<file path="src/rtl/hpack_pkg.sv">
package hpack_pkg;
  typedef enum logic {
    PACK_BT = 1'b0,  // keep low half of a, shifted-left b on top
    PACK_TB = 1'b1   // keep high half of a, arith-right b on bottom
  } pack_op_e;
endpackage

</file>
<file path="src/rtl/hpack_shift_decode.sv">
module hpack_shift_decode
  import hpack_pkg::*;
#(
  parameter int unsigned FIELD_W = 5,
  localparam int unsigned AMT_W  = FIELD_W + 1
) (
  input  pack_op_e           op_i,
  input  logic [FIELD_W-1:0] field_i,
  output logic [AMT_W-1:0]   amt_o
);
  // right-shift mode: zero field encodes full-width distance
  always_comb begin
    if (op_i == PACK_TB && field_i == '0) amt_o = AMT_W'(1) << FIELD_W;
    else                                  amt_o = {1'b0, field_i};
  end
endmodule

</file>
<file path="src/rtl/hpack_half_merge.sv">
module hpack_half_merge
  import hpack_pkg::*;
#(
  parameter int unsigned DATA_W = 32,
  parameter int unsigned AMT_W  = 6,
  localparam int unsigned HALF_W = DATA_W / 2
) (
  input  pack_op_e            op_i,
  input  logic [DATA_W-1:0]   a_i,
  input  logic [DATA_W-1:0]   b_i,
  input  logic [AMT_W-1:0]    amt_i,
  output logic [DATA_W-1:0]   res_o
);
  logic [DATA_W-1:0] shl, sar;

  assign shl = b_i << amt_i;
  assign sar = DATA_W'($signed(b_i) >>> amt_i);

  always_comb begin
    unique case (op_i)
      PACK_BT: res_o = {shl[DATA_W-1:HALF_W], a_i[HALF_W-1:0]};
      PACK_TB: res_o = {a_i[DATA_W-1:HALF_W], sar[HALF_W-1:0]};
      default: res_o = '0;
    endcase
  end
endmodule

</file>
<file path="src/rtl/halfword_pack_unit.sv">
module halfword_pack_unit
  import hpack_pkg::*;
#(
  parameter int unsigned DATA_W  = 32,
  parameter int unsigned FIELD_W = 5
) (
  input  logic              clk_i,
  input  logic              rst_ni,
  input  logic              valid_i,
  input  logic              op_i,
  input  logic [31:0]       a_i,
  input  logic [31:0]       b_i,
  input  logic [4:0]        shamt_i,
  input  logic              bad_dst_i,
  output logic              valid_o,
  output logic [31:0]       result_o,
  output logic              err_o
);
  localparam int unsigned AMT_W = FIELD_W + 1;

  pack_op_e          op;
  logic [AMT_W-1:0]  amt;
  logic [DATA_W-1:0] merged;
  logic              accept;

  assign op     = pack_op_e'(op_i);
  assign accept = valid_i & ~bad_dst_i;

  hpack_shift_decode #(.FIELD_W(FIELD_W)) u_dec (
    .op_i    (op),
    .field_i (shamt_i),
    .amt_o   (amt)
  );

  hpack_half_merge #(.DATA_W(DATA_W), .AMT_W(AMT_W)) u_merge (
    .op_i  (op),
    .a_i   (a_i),
    .b_i   (b_i),
    .amt_i (amt),
    .res_o (merged)
  );

  always_ff @(posedge clk_i or negedge rst_ni) begin
    if (!rst_ni) begin
      valid_o  <= 1'b0;
      err_o    <= 1'b0;
      result_o <= '0;
    end else begin
      valid_o <= accept;
      err_o   <= valid_i & bad_dst_i;
      if (accept) result_o <= merged;
    end
  end
endmodule

</file>
<file path="config.mk">
export PLATFORM = sky130hd
export DESIGN_NAME = halfword_pack_unit
export DESIGN_NICKNAME = d
export VERILOG_FILES = /design/src/rtl/hpack_pkg.sv /design/src/rtl/hpack_shift_decode.sv /design/src/rtl/hpack_half_merge.sv /design/src/rtl/halfword_pack_unit.sv
export SDC_FILE = /design/constraint.sdc
export NUM_CORES = 1
export LEC_CHECK = 0
export CORE_MARGIN = 3
export CORE_UTILIZATION = 50
export CTS_CLUSTER_SIZE = 14
export DETAILED_ROUTE_END_ITERATION = 16
export DONT_BUFFER_PORTS = 1
export PLACE_DENSITY = 0.62
export SLEW_MARGIN = 15
export SYNTH_ARGS = -nofsm -noshare
export SYNTH_HDL_FRONTEND = slang
export SYNTH_HIERARCHICAL = 1
export SYNTH_SLANG_ARGS = --single-unit
export TNS_END_PERCENT = 50
</file>
<file path="constraint.sdc">
create_clock -name clk_i -period 1.6 [get_ports clk_i]
set_clock_uncertainty 0.15 [all_clocks]
set_input_delay 0.16 -clock clk_i [delete_from_list [all_inputs] [get_ports clk_i]]
set_output_delay 0.16 -clock clk_i [all_outputs]
set_load 0.005 [all_outputs]
</file>
==> results.md <==
- Final setup vio count: 32
- Worst-margin pin slew: 0.804 ns
- Worst reg2reg endpoint: result_o[2]
- Remaining Overflow, GRT: 0
- Fmax achieved: 549 MHz
- FP Rows: 36
- Routed wire per std cell: 23.9 um
- Status: complete, but fails checks
- #FFs+latches synth: 34
- Total GRT Usage: 27.9%
- Post-synthesis sequential area ratio: 16.4%
- Filler Cell Count: 864
- Post-DRT Antenna Nets: 0
- Hold WC Path Type: primary input to register
- Top FF cell, synth: dfrtp_1
- Cell variety after synth: 62
- Failing checks: negative setup slack
- Vias: 4604
- Via density per instance: 6.76
- R2R depth: 1
- CP top delay family: simple AND/OR/NAND/NOR gates
- CP Data Required Time: 1.62 ns
- Global-route wire length before repair: 25200 um
- Die Footprint: 11700 sq um
- Syn_area_per_cell: 9.87 sq um
- Max FO, Critical Path: 30
- MaxCap Viol Count: 0
- Register Area: 851 sq um
- HPWL after DPL: 12000 um
- GRT met3 Usage: 4.84%
- Gpl congestion: 0.945
- Most frequent cells in the layout: mux4_2, nor2_1, nand2_1, buf_4, mux2i_1
- Synthesis-to-layout area growth: 13.3%
- Clock buffer count from CTS: 5
- Post-synth EDFFs: 0
- Initial DRC count: 413
- Buf/Inv on CP: 2
- Dpl cell area: 5460 sq um
- Period utilisation layout: 114%
- Crit Path Class: primary input to register
- Clock sink total: 34
- Worst IR drop on VDD: 0.000520 V
- CTS H-tree lvls: 2
- Critical path arrival: 1.85 ns
- Worst reg2reg setup slack: 0.64 ns
- Fin Setup TNS: -3.81 ns
- Mapped Cells: 527
- Root Buffer: clkbuf_8
- Clk buf depth: 2
- I/O Pins: 108
- Reg clk slew, reported paths: 0.06 ns
- Final Non-Filler Cells: 681
- Drt pass-1 iters: 5
- Met2 track demand over resource: 40.3%
- CP cell instances: or4b_4 > nor3_4 > buf_6 > nor2_1 > buf_4 > a32oi_1 > o31ai_2 > mux2_4
- Vias in the first global route: 4321
- Final Hold Fails: 0
- CP peak stage delay: 0.53 ns
- Most Used Layer, Global Route: met1
- Minimum clock period: 1.82 ns
- Power Dens Cells: 598 nW/um^2
- Initial core utilization: 52.2%
- Hold endpoint: result_o[24]
- DP Cell Count: 653
- RSZ-0062 raised after global routing: yes
- Routed Wire Length: 16300 um
- Synth async-reset ratio: 100%
- TritonCTS clock tree: built
- # diodes: 0
- Clk_lat worst skew: 0.29 ns
- Hold path cells: 3
- Met1 Usage GRT: 42.5%
- DRC viols: 0
- Hold_sp: a_i[24]
- Reg-to-reg critical path startpoint: result_o[2]
- PortBufs: 0
- Fin nets: 621
- Design area: 5890 sq um
- Fin Hold WS: 0.0130 ns
- Largest net degree at the start of global routing: 86
- Final WS setup: -0.222 ns
- Slowest cell on the critical path: or4b_4
- Initial antenna violation count: 0
- Max_slew headroom: 46.0%
- Syn_nets: 601
- Crit path launch type: primary input
- Total core area: 9950 sq um
- Leak: 2.37 nW
- DIE HEIGHT: 108 um
- Area of the multi-input gates: 4080 sq um
- Slew Limit Fails: 0
- CP endpoint kind: register
- Layout cells sized above 1: 38.7%
- Synth warn: 6
- Die width: 108 um
- Most common cell after layout, fill and taps aside: mux4_2
- Cell area after synthesis: 5200 sq um
logic make-up (layout without fill, tap and decap cells):
| family | count (synthesis) | after routing | share of synthesized area, % |
|---|---|---|---|
| mux | 156 | 156 | 48.2 |
| compound gates | 108 | 108 | 14.1 |
| buf+inv | 71 | 92 | 8.18 |
| flops | 34 | 34 | 16.4 |
| simple gates | 158 | 158 | 13.2 |
worst max-delay path by stage:
stage | slack [ns] | to | start | depth (start not counted)
after floorplan | -0.51 | result_o[21] | shamt_i[0] | 8
final | -0.22 | result_o[24] | shamt_i[4] | 8
after global routing | -0.26 | result_o[24] | shamt_i[4] | 8
after detailed placement | -0.53 | result_o[17] | shamt_i[4] | 7
after global placement | -0.49 | result_o[17] | shamt_i[4] | 9
after CTS | -0.16 | result_o[17] | shamt_i[4] | 9
cells in the mapped netlist (all sizes together) (8+ instances only):
cell	number	share of area [%]
mux2i	44	8.5
a31oi	9	1.1
o21ai	21	2.0
nand2	59	4.3
nor2	61	4.4
nand3	9	0.87
o211ai	18	2.7
clkbuf	31	2.2
dfrtp	34	16
mux2	50	13
buf	30	5.1
nor3	10	1.1
mux4	62	27
a21oi	25	2.4
inv	8	0.58
power breakdown:
group	switching [mW]	internal, mW	total [mW]
sequential	0.143	1.03	1.17
clock	0.322	0.458	0.780
combinational	0.637	0.940	1.58
repair_timing:
item | 4_1_cts | 5_1_grt
hold endpoints to repair | 47 | 0
cloned | 1 | 0
setup buffers | 2 | 1
hold buffers | 16 | 0
setup endpoints to repair | 32 | 32
resized for setup | 30 | 10
pin swaps | 25 | 7
worst min-delay path, stage by stage:
cell	delay [ns]
a32oi_1	0.05
o31ai_2	0.07
mux2_4	0.14
area by class of cell:
class | instances | area share (%)
Multi-Input combinational cell | 422 | 69.2
Clock inverter | 3 | 0.679
Inverter | 9 | 0.573
Timing Repair Buffer | 75 | 11.1
Sequential cell | 34 | 14.4
Clock buffer | 5 | 1.17
Tap cell | 133 | 2.82
metrics by stage:
stage | util [%] | setup WS [ns] | power [mW]
3_3_place_gp | 54.8 | -0.492 | 2.61
5_1_grt | 59.2 | -0.259 | 3.71
3_5_place_dp | 54.8 | -0.532 | 2.63
4_1_cts | 58.7 | -0.160 | 3.52
6_report | 59.2 | -0.222 | 3.53
2_1_floorplan | - | -0.514 | 2.42
flip-flops by register name, summed over array words and instances, names as in the netlist:
register	count
err_o	1
result_o	32
valid_o	1
per-layer routing:
| layer | wire (um) | up-vias |
|---|---|---|
| met4 | 445 | 0 |
| met1 | 7110 | 2263 |
| li1 | - | 2060 |
| met3 | 1550 | 29 |
| met2 | 7190 | 252 |
| met5 | 0 | - |
(Power assumes the default switching activity.)
